$ cat src/rtl/cws_pkg.sv
package cws_pkg;

  // gpo1 source selected by the test field
  typedef enum logic [1:0] {
    TSEL_NORMAL = 2'b00,
    TSEL_W1LSB  = 2'b01,
    TSEL_TICK   = 2'b10,
    TSEL_W2LSB  = 2'b11
  } tsel_e;

  // winner of the pin-value priority
  typedef enum logic [1:0] {
    GSRC_NORM = 2'b00,
    GSRC_CAL  = 2'b01,
    GSRC_TX   = 2'b10
  } gsrc_e;

endpackage

$ cat src/rtl/cws_sync.sv
module cws_sync #(
  parameter int unsigned STAGES = 2
) (
  input  logic clk,
  input  logic rst_n,
  input  logic d,
  output logic q
);

  logic [STAGES-1:0] pipe_q;
  logic [STAGES-1:0] pipe_n;

  generate
    if (STAGES == 1) begin : g_single
      assign pipe_n = d;
    end else begin : g_chain
      assign pipe_n = {pipe_q[STAGES-2:0], d};
    end
  endgenerate

  always_ff @(posedge clk or negedge rst_n) begin
    if (!rst_n) pipe_q <= '0;
    else        pipe_q <= pipe_n;
  end

  assign q = pipe_q[STAGES-1];

endmodule

$ cat src/rtl/cws_tick.sv
module cws_tick #(
  parameter int unsigned DIV_LOG2 = 4
) (
  input  logic clk,
  input  logic rst_n,
  input  logic clr,
  input  logic run,
  input  logic half_rate,
  output logic tick
);

  localparam int unsigned PW = DIV_LOG2 + 1;

  logic [PW-1:0] presc_q;
  logic [PW-1:0] presc_n;
  logic [PW-1:0] last;
  logic          presc_en;

  assign last = {half_rate, {DIV_LOG2{1'b1}}};
  assign tick = run & ~clr & (presc_q == last);

  always_comb begin
    presc_en = clr | run | (presc_q != '0);
    if (clr || !run)  presc_n = '0;
    else if (tick)    presc_n = '0;
    else              presc_n = presc_q + PW'(1);
  end

  always_ff @(posedge clk or negedge rst_n) begin
    if (!rst_n)        presc_q <= '0;
    else if (presc_en) presc_q <= presc_n;
  end

  AST_TICK_ISOLATED: assert property (@(posedge clk) disable iff (!rst_n)
    tick |=> !tick);

  AST_TICK_NEEDS_RUN: assert property (@(posedge clk) disable iff (!rst_n)
    !run |-> (presc_q == '0) || $past(run));

endmodule

$ cat src/rtl/cws_window.sv
module cws_window #(
  parameter int unsigned W = 8
) (
  input  logic         clk,
  input  logic         rst_n,
  input  logic         trig,
  input  logic         tick,
  input  logic [W-1:0] len,
  output logic         active,
  output logic         cnt_lsb
);

  logic         active_q, active_n;
  logic [W-1:0] cnt_q, cnt_n, cnt_inc;
  logic [W-1:0] len_q, len_n;
  logic         load;

  assign cnt_inc = cnt_q + W'(1);

  always_comb begin
    load     = trig | (active_q & tick);
    active_n = active_q;
    cnt_n    = cnt_q;
    len_n    = len_q;
    if (trig) begin
      len_n    = len;
      active_n = |len;
      cnt_n    = '0;
    end else if (active_q && tick) begin
      if (cnt_inc == len_q) begin
        active_n = 1'b0;
        cnt_n    = '0;
      end else begin
        cnt_n = cnt_inc;
      end
    end
  end

  always_ff @(posedge clk or negedge rst_n) begin
    if (!rst_n) begin
      active_q <= 1'b0;
      cnt_q    <= '0;
      len_q    <= '0;
    end else if (load) begin
      active_q <= active_n;
      cnt_q    <= cnt_n;
      len_q    <= len_n;
    end
  end

  assign active  = active_q;
  assign cnt_lsb = cnt_q[0];

  AST_CNT_BELOW_LEN: assert property (@(posedge clk) disable iff (!rst_n)
    active_q |-> (cnt_q < len_q));

  AST_IDLE_CNT_ZERO: assert property (@(posedge clk) disable iff (!rst_n)
    !active_q |-> (cnt_q == '0));

  AST_ZERO_LEN_IDLE: assert property (@(posedge clk) disable iff (!rst_n)
    (trig && len == '0) |=> !active_q);

  AST_RESTART_CLEARS: assert property (@(posedge clk) disable iff (!rst_n)
    (trig && len != '0) |=> (active_q && cnt_q == '0));

endmodule

$ cat src/rtl/cws_gpo_mux.sv
module cws_gpo_mux
  import cws_pkg::*;
(
  input  logic [1:0] norm_val,
  input  logic [1:0] cal_val,
  input  logic [1:0] tx_val,
  input  logic       cal_sel,
  input  logic       tx_sel,
  input  logic [1:0] test_sel,
  input  logic       w1_lsb,
  input  logic       tick,
  input  logic       w2_lsb,
  output logic       gpo1,
  output logic       gpo2
);

  gsrc_e      src;
  logic [1:0] pin_val;

  always_comb begin
    if (tx_sel)       src = GSRC_TX;
    else if (cal_sel) src = GSRC_CAL;
    else              src = GSRC_NORM;

    case (src)
      GSRC_TX:  pin_val = tx_val;
      GSRC_CAL: pin_val = cal_val;
      default:  pin_val = norm_val;
    endcase

    gpo2 = pin_val[1];
    case (tsel_e'(test_sel))
      TSEL_W1LSB: gpo1 = w1_lsb;
      TSEL_TICK:  gpo1 = tick;
      TSEL_W2LSB: gpo1 = w2_lsb;
      default:    gpo1 = pin_val[0];
    endcase
  end

endmodule

$ cat src/rtl/calwin_seq.sv
module calwin_seq
  import cws_pkg::*;
#(
  parameter int unsigned SYNC_STAGES = 2,
  parameter int unsigned DIV_LOG2    = 4,
  parameter int unsigned W1_BITS     = 8,
  parameter int unsigned W2_BITS     = 10
) (
  input  logic               clk_ref,
  input  logic               rst_n,
  input  logic               rx_en_pin,
  input  logic               tx_en_pin,
  input  logic               cal_arm,
  input  logic               start_cmd,
  input  logic               half_rate,
  input  logic [W1_BITS-1:0] win1_len,
  input  logic [W2_BITS-1:0] win2_len,
  input  logic               mute_en,
  input  logic               cal_ovr_en,
  input  logic [1:0]         cal_ovr_val,
  input  logic               tx_ovr_en,
  input  logic [1:0]         tx_ovr_val,
  input  logic [1:0]         gpo_norm,
  input  logic [1:0]         test_sel,
  output logic               cal_active,
  output logic               lna_mute,
  output logic               gpo1,
  output logic               gpo2,
  output logic               start_ack
);

  // reset: asserted asynchronously, released on the clock
  logic [1:0] rst_pipe_q;
  logic       rst_i;

  always_ff @(posedge clk_ref or negedge rst_n) begin
    if (!rst_n) rst_pipe_q <= 2'b00;
    else        rst_pipe_q <= {rst_pipe_q[0], 1'b1};
  end
  assign rst_i = rst_pipe_q[1];

  // pin synchronizers
  logic rx_lvl, tx_lvl;

  cws_sync #(.STAGES(SYNC_STAGES)) u_rx_sync (
    .clk(clk_ref), .rst_n(rst_i), .d(rx_en_pin), .q(rx_lvl)
  );

  cws_sync #(.STAGES(SYNC_STAGES)) u_tx_sync (
    .clk(clk_ref), .rst_n(rst_i), .d(tx_en_pin), .q(tx_lvl)
  );

  // receive-enable edge detect
  logic rx_d_q;
  logic rx_rise;

  always_ff @(posedge clk_ref or negedge rst_i) begin
    if (!rst_i) rx_d_q <= 1'b0;
    else        rx_d_q <= rx_lvl;
  end
  assign rx_rise = rx_lvl & ~rx_d_q;

  // trigger and start command handshake
  logic cmd_take;
  logic trig;

  assign cmd_take  = start_cmd & rx_lvl;
  assign trig      = (cal_arm & rx_rise) | cmd_take;
  assign start_ack = cmd_take;

  // tick prescaler and the two windows
  logic w1_act, w2_act, w1_lsb, w2_lsb, tick;

  cws_tick #(.DIV_LOG2(DIV_LOG2)) u_tick (
    .clk(clk_ref), .rst_n(rst_i), .clr(trig), .run(w1_act | w2_act),
    .half_rate(half_rate), .tick(tick)
  );

  cws_window #(.W(W1_BITS)) u_win1 (
    .clk(clk_ref), .rst_n(rst_i), .trig(trig), .tick(tick),
    .len(win1_len), .active(w1_act), .cnt_lsb(w1_lsb)
  );

  cws_window #(.W(W2_BITS)) u_win2 (
    .clk(clk_ref), .rst_n(rst_i), .trig(trig), .tick(tick),
    .len(win2_len), .active(w2_act), .cnt_lsb(w2_lsb)
  );

  assign cal_active = w1_act;
  assign lna_mute   = mute_en & w2_act;

  cws_gpo_mux u_mux (
    .norm_val(gpo_norm), .cal_val(cal_ovr_val), .tx_val(tx_ovr_val),
    .cal_sel(cal_ovr_en & w2_act), .tx_sel(tx_ovr_en & tx_lvl),
    .test_sel(test_sel), .w1_lsb(w1_lsb), .tick(tick), .w2_lsb(w2_lsb),
    .gpo1(gpo1), .gpo2(gpo2)
  );

  AST_NO_SPONTANEOUS_RUN: assert property (@(posedge clk_ref) disable iff (!rst_i)
    (!trig && !cal_active) |=> !cal_active);

  AST_ACK_STARTS_RUN: assert property (@(posedge clk_ref) disable iff (!rst_i)
    start_ack |=> (cal_active || $past(win1_len) == '0));

  AST_NO_ACK_WHEN_RX_LOW: assert property (@(posedge clk_ref) disable iff (!rst_i)
    !rx_lvl |-> !start_ack);

  AST_TX_WINS: assert property (@(posedge clk_ref) disable iff (!rst_i)
    (tx_ovr_en && tx_lvl && test_sel == 2'b00) |-> ({gpo2, gpo1} == tx_ovr_val));

  AST_MUTE_ONLY_IN_RUN: assert property (@(posedge clk_ref) disable iff (!rst_i)
    (!trig && !lna_mute) |=> (!lna_mute || $past(w2_act)));

endmodule

$ cat config.mk
export PLATFORM = sky130hd
export DESIGN_NAME = calwin_seq
export DESIGN_NICKNAME = d
export VERILOG_FILES = /design/src/rtl/cws_pkg.sv /design/src/rtl/cws_sync.sv /design/src/rtl/cws_tick.sv /design/src/rtl/cws_window.sv /design/src/rtl/cws_gpo_mux.sv /design/src/rtl/calwin_seq.sv
export SDC_FILE = /design/constraint.sdc
export NUM_CORES = 1
export LEC_CHECK = 0
export BUFFER_PORTS_ARGS = -buffer_cell sky130_fd_sc_hd__buf_2
export CAP_MARGIN = 40
export CELL_PAD_IN_SITES_DETAIL_PLACEMENT = 1
export CELL_PAD_IN_SITES_GLOBAL_PLACEMENT = 1
export CORE_MARGIN = 10
export CORE_UTILIZATION = 42
export DETAILED_ROUTE_END_ITERATION = 7
export PLACE_DENSITY = 0.85
export SYNTH_ARGS = -nofsm -noshare
export SYNTH_HDL_FRONTEND = slang
export SYNTH_SLANG_ARGS = --single-unit
$ cat constraint.sdc
create_clock -name clk_ref -period 4.05 [get_ports clk_ref]
set_input_delay 0.81 -clock clk_ref [delete_from_list [all_inputs] [get_ports clk_ref]]
set_output_delay 0.81 -clock clk_ref [all_outputs]
set_load 0.1 [all_outputs]
Word-level counts from Yosys, hierarchy flattened
Cells that the tools add are included.
{"block": "word_totals", "ff_bits": 50, "word_cells": 75}
{"block": "op_classes", "n_reduce_logical": 17, "add_sub_neg": 3, "eq_ne": 8, "bitwise_logic": 18, "mux": 18}
{"cell": "two-way mux 10 bit", "count": 3}
{"cell": "two-way mux 8 bit", "count": 3}
{"cell": "adder 10 x 1 -> 10 bit (second input constant)", "count": 1}
{"cell": "bitwise AND 1 bit", "count": 10}
{"cell": "equality test 10 bit", "count": 1}
{"cell": "two-way mux 5 bit", "count": 2}
{"cell": "OR reduction 10 bit", "count": 1}
{"cell": "adder 8 x 1 -> 8 bit (second input constant)", "count": 1}
{"cell": "equality test 8 bit", "count": 1}
{"cell": "AND reduction 2 bit", "count": 4}
{"cell": "nonzero test 2 bit", "count": 4}
{"cell": "OR reduction 8 bit", "count": 1}
{"cell": "two-way mux 1 bit", "count": 7}
{"cell": "equality test 2 bit (second input constant)", "count": 3}
{"cell": "OR 1 bit", "count": 6}
{"cell": "AND reduction 3 bit", "count": 2}
{"cell": "adder 5 x 1 -> 5 bit (second input constant)", "count": 1}
{"cell": "equality test 5 bit", "count": 1}
{"cell": "nonzero test 5 bit", "count": 1}
{"cell": "equality test 2 x 1 -> 1 bit (second input constant)", "count": 2}
{"cell": "case mux 2 bit (2 select lines)", "count": 1}
{"cell": "case mux 1 bit (3 select lines)", "count": 1}
{"cell": "logical AND 1 bit", "count": 2}
{"cell": "two-way mux 2 bit", "count": 1}
{"cell": "3 further kinds", "count": 4}

Depth between registers and ports, before layout
{"block": "depth", "ltp_word": 10, "depth_mapped": 8}

Modules after synthesis
From an unflattened synthesis, not the netlist that was laid out.
{"block": "hier_totals", "hier_cells": 310, "hier_area_um2": 3059.2}
{"module": "cws_window at u_win2", "instances": 1, "cells_per_inst": 153, "area_per_inst_um2": 1426.4}
{"module": "cws_window at u_win1", "instances": 1, "cells_per_inst": 106, "area_per_inst_um2": 1047.3}
{"module": "cws_tick", "instances": 1, "cells_per_inst": 28, "area_per_inst_um2": 284.0}
{"module": "calwin_seq", "instances": 1, "cells_per_inst": 11, "area_per_inst_um2": 131.4}
{"module": "cws_sync", "instances": 2, "cells_per_inst": 2, "area_per_inst_um2": 50.0}
{"module": "cws_gpo_mux", "instances": 1, "cells_per_inst": 8, "area_per_inst_um2": 70.1}

Least setup slack after synthesis
No wires, ideal clock.
{"block": "synth_timing", "kind": "in2out", "start": "input port cal_ovr_en", "end": "output port gpo2", "arrival_time_ns": 2.500, "cell_stages": 3, "required_ns": 3.240, "n_path_buf": 0, "setup_slack_ns": 0.740, "cell_sequence": "nand2_1 mux2i_1 a21oi_1"}
{"block": "synth_via", "elab_chain_cells": 5, "word_cells_on_any_way": 6, "cone_classes": "eq/ne (2); mux (3); bitwise (1)"}
{"element": "from (decl)", "line_no": "calwin_seq.sv:19", "source": "input logic cal_ovr_en,"}
{"element": "bitwise AND 1 bit *", "line_no": "calwin_seq.sv:94", "source": ".cal_sel(cal_ovr_en & w2_act), .tx_sel(tx_ovr_en & tx_lvl),"}
{"element": "two-way mux 1 bit *", "line_no": "cws_gpo_mux.sv:22", "source": "else if (cal_sel) src = GSRC_CAL;"}
{"element": "two-way mux 2 bit *", "line_no": "cws_gpo_mux.sv:21", "source": "if (tx_sel) src = GSRC_TX;"}
{"element": "equality test 2 x 1 -> 1 bit or equality test 2 bit (tied branches)", "line_no": "cws_gpo_mux.sv:25", "source": "case (src)"}
{"element": "case mux 2 bit (2 select lines) *", "line_no": "cws_gpo_mux.sv:25"}
{"element": "to (decl)", "line_no": "calwin_seq.sv:28", "source": "output logic gpo2,"}
Every way passes the cells marked *; elsewhere a longest branch is shown, timed or not.

Worst setup path in the final report
{"block": "layout_timing", "start": "input port cal_arm", "end": "output port gpo1"}
{"block": "layout_via", "elab_chain_cells": 6}
{"element": "from (decl)", "line_no": "calwin_seq.sv:13", "source": "input logic cal_arm,"}
{"element": "bitwise AND 1 bit", "line_no": "calwin_seq.sv:68", "source": "assign trig = (cal_arm & rx_rise) | cmd_take;"}
{"element": "OR 1 bit", "line_no": "calwin_seq.sv:68"}
{"element": "NOT 1 bit", "line_no": "cws_tick.sv:20", "source": "assign tick = run & ~clr & (presc_q == last);"}
{"element": "bitwise AND 1 bit (2 in series)", "line_no": "cws_tick.sv:20"}
{"element": "case mux 1 bit (3 select lines)", "line_no": "cws_gpo_mux.sv:32", "source": "case (tsel_e'(test_sel))"}
{"element": "to (decl)", "line_no": "calwin_seq.sv:27", "source": "output logic gpo1,"}
Every way passes these cells.

==> impl_metrics.env <==
export IMPL_outcome="finished, final reports clean"
export IMPL_hold_path_class="reg -> async"
export IMPL_placementRows=30
export IMPL_dp_hpwl_mm=5.687
export IMPL_synth_area_leaders="dfrtp_1 42%, nand2_1 9.0%, xnor2_1 5.9%, o21ai_0 3.6%, a211oi_1 3.3%"
export IMPL_cts_setup_buffers=0
export IMPL_cp_start_kind="primary input"
export IMPL_clk_insertion_delay_late_ps=310
export IMPL_root_buffer="clkbuf_8"
export IMPL_p_per_area_mw_per_mm2=330.4
export IMPL_die_y_um=103.8
export IMPL_fin_nets=394
export IMPL_track_usage_pct=14.35
export IMPL_yosysSeqAreaShare_pct=42.44
export IMPL_grt_pass1_vias=2711
export IMPL_cp_end_kind="primary output"
export IMPL_wirelength_mm=7.597
export IMPL_antenna_left=0
export IMPL_criticalPathCategory="in -> out"
export IMPL_maxCapViolCount=0
export IMPL_cp_max_fo=5
export IMPL_postCtsHoldBufs=0
export IMPL_clock_sink_count=50
export IMPL_grt_overflow_total=0
export IMPL_yosys_cell_count_top_type="nand2_1"
export IMPL_cts_resized=0
export IMPL_syn_area_sq_mm=0.002948
export IMPL_max_stage_delay_ps=500
export IMPL_clock_path_buffers=2
export IMPL_r2r_start="u_win2.cnt_q[0]"
export IMPL_synth_area_per_cell_sq_um=9.329
export IMPL_final_area_sq_mm=0.003328
export IMPL_max_freq_mhz=337.7
export IMPL_grt_start_max_net_pins=35
export IMPL_gp_congestion=0.8356
export IMPL_yosysTopAreaCell="dfrtp_1"
export IMPL_synth_nets=356
export IMPL_startpoint="cal_arm"
export IMPL_routedWlPerCell_um=16.84
export IMPL_yosys_cell_types_count=55
export IMPL_htreeDepth=2
export IMPL_core_sq_mm=0.006794
export IMPL_slew_viol_final=0
export IMPL_synth_seq_cells=50
export IMPL_cts_tree="done"
export IMPL_die_x_um=103.8
export IMPL_ys_top_cells_by_count="71 x nand2_1, 50 x dfrtp_1, 21 x o21ai_0"
export IMPL_rsz0062_at_grt="no"
export IMPL_grt_pass1_wl_mm=13.15
export IMPL_cts_clk_slew_worst_paths_ps=100
export IMPL_drt_first_pass_iters=4
export IMPL_syn_inst=316
export IMPL_synth_edf_count=0
export IMPL_vias=2503
export IMPL_arrival_ps=2150
export IMPL_yosysTopAreaCellShare_pct=42.44
export IMPL_fill_cells=824
export IMPL_cp_slowest_cell="mux4_2"
export IMPL_setup_viol=0
export IMPL_ir_worst_vdd_mv=0.1856
export IMPL_n_antenna_cell=0
export IMPL_ys_warn_count=0
export IMPL_drc_errors=0
export IMPL_fin_skew_ps=9.934
export IMPL_p_leak_nw=1.445
export IMPL_initial_core_util_pct=43.39
export IMPL_antenna_found_initial=0
export IMPL_finalCriticalPeriod_ps=2961
export IMPL_worstPathRequired_ps=3240
export IMPL_io_pins=41
export IMPL_portBuffers=40
export IMPL_hold_viol=0
export IMPL_ys_flop_type="dfrtp_1"
export IMPL_post_route_period_util_pct=73.11
export IMPL_numCtsBuffers=5
export IMPL_dieArea_sq_mm=0.01077
export IMPL_relSlewSlack_pct=42.66
export IMPL_async_reset_ff_share_pct=100.0
export IMPL_drt_initial_drc_count=81
export IMPL_vias_per_cell=5.550
export IMPL_cp_cell_sequence="buf_2, nor2b_1, o21ai_1, o21ai_0, nor2_1, mux4_2, buf_12"
export IMPL_area_delta_synth_final_pct=12.90
export IMPL_drive_above_1_share_pct=19.72
export IMPL_worst_pin_slew_ps=857.0
export IMPL_place_area_sq_mm=0.003238
export IMPL_fin_setup_tns_ps=0
[power breakdown]
part / internal [W] / switching, W / leakage [nW]
combinational: 0.0000883 / 0.000126 / 0.758
clock: 0.000122 / 0.000181 / 0.0441
sequential: 0.000539 / 0.0000431 / 0.643
[final timing paths]
path	endpoint	slack [ps]	cells past startpoint
max	gpo1	1090	7
min	u_tick.presc_q[2]	200	0
max reg2reg	u_win2.cnt_q[7]	1500	7
min reg2reg	u_tick.presc_q[2]	200	0
max in group asynchronous	u_win2.len_q[4]	3320	1
min in group clk_ref	u_tx_sync.pipe_q[1]	360	0
[area by class of cell]
type / instances / area [sq um] / share of cell area, %
Clock buffer: 5 / 68.82 / 2.068
Clock inverter: 3 / 21.27 / 0.6391
Inverter: 5 / 18.77 / 0.5639
Multi-Input combinational cell: 248 / 1589 / 47.74
Sequential cell: 50 / 1252 / 37.63
Tap cell: 96 / 120.1 / 3.609
Timing Repair Buffer: 44 / 257.7 / 7.744
[per-stage QoR]
stage,utilization [%],total power [W],hold slack (ps),setup slack (ps),instances
2_1_floorplan,-,0.0007399,331.2,740.5,316
5_1_grt,48.99,0.001157,243.4,952.2,451
3_5_place_dp,47.66,0.0008093,215.7,1071,443
6_report,48.99,0.001100,204.9,1089,451
3_3_place_gp,47.37,0.0007945,334.4,1109,442
4_1_cts,48.99,0.001115,222.9,1069,451
[critical path: cells and delay by family]
family / cells / cell delay (ps)
buffers and inverters: 2 / 260
muxes: 1 / 500
AOI/OAI and AO/OA: 2 / 320
and+or+nand+nor: 2 / 250
[routing by layer]
metal | vias up | track usage, % | wire length (um) | share of wire (%)
li1 | 1200 | - | - | -
met5 | - | 0 | 0 | 0
met2 | 38 | 25.99 | 4117 | 54
met3 | 16 | 2.478 | 207 | 2.7
met1 | 1249 | 16.49 | 3110 | 41
met4 | 0 | 4.970 | 162 | 2.1
[placed cells by master (no fill, tap or decap), types with 3 or more instances in the layout]
| cell | count |
|---|---|
| nand2_1 | 71 |
| dfrtp_1 | 49 |
| buf_2 | 39 |
| o21ai_0 | 21 |
| xnor2_1 | 20 |
| nand3_1 | 17 |
| nor2_1 | 15 |
| a211oi_1 | 13 |
| xor2_1 | 10 |
| a21oi_1 | 9 |
| and3_1 | 7 |
| inv_1 | 5 |
| or4_1 | 5 |
| clkbuf_8 | 5 |
| nor3_1 | 4 |
| ha_1 | 4 |
| and2_1 | 3 |
| mux2i_1 | 3 |
| o211ai_1 | 3 |
| and3_2 | 3 |
| buf_4 | 3 |
[cell families after synthesis]
kind of cell	after synthesis	synth area share, %
multiplexers	6	2.547
other	1	0.1272
AO/OA/AOI/OAI	68	17.28
buffers and inverters	18	3.650
adder cells (fa/ha/maj)	4	1.698
flip-flops	50	42.44
XOR/XNOR	31	9.677
AND/OR/NAND/NOR	138	22.58
[state kept, by name (all words and copies together) (netlist names)]
register	flops
u_win1.cnt_q	8
u_win2.cnt_q	10
u_win1.len_q	8
u_tx_sync.pipe_q	2
u_win1.active	1
rx_d_q	1
u_rx_sync.pipe_q	2
rst_pipe_q	2
u_win2.active	1
u_win2.len_q	10
u_tick.presc_q	5
No activity file was read; power rests on OpenSTA's default activity.
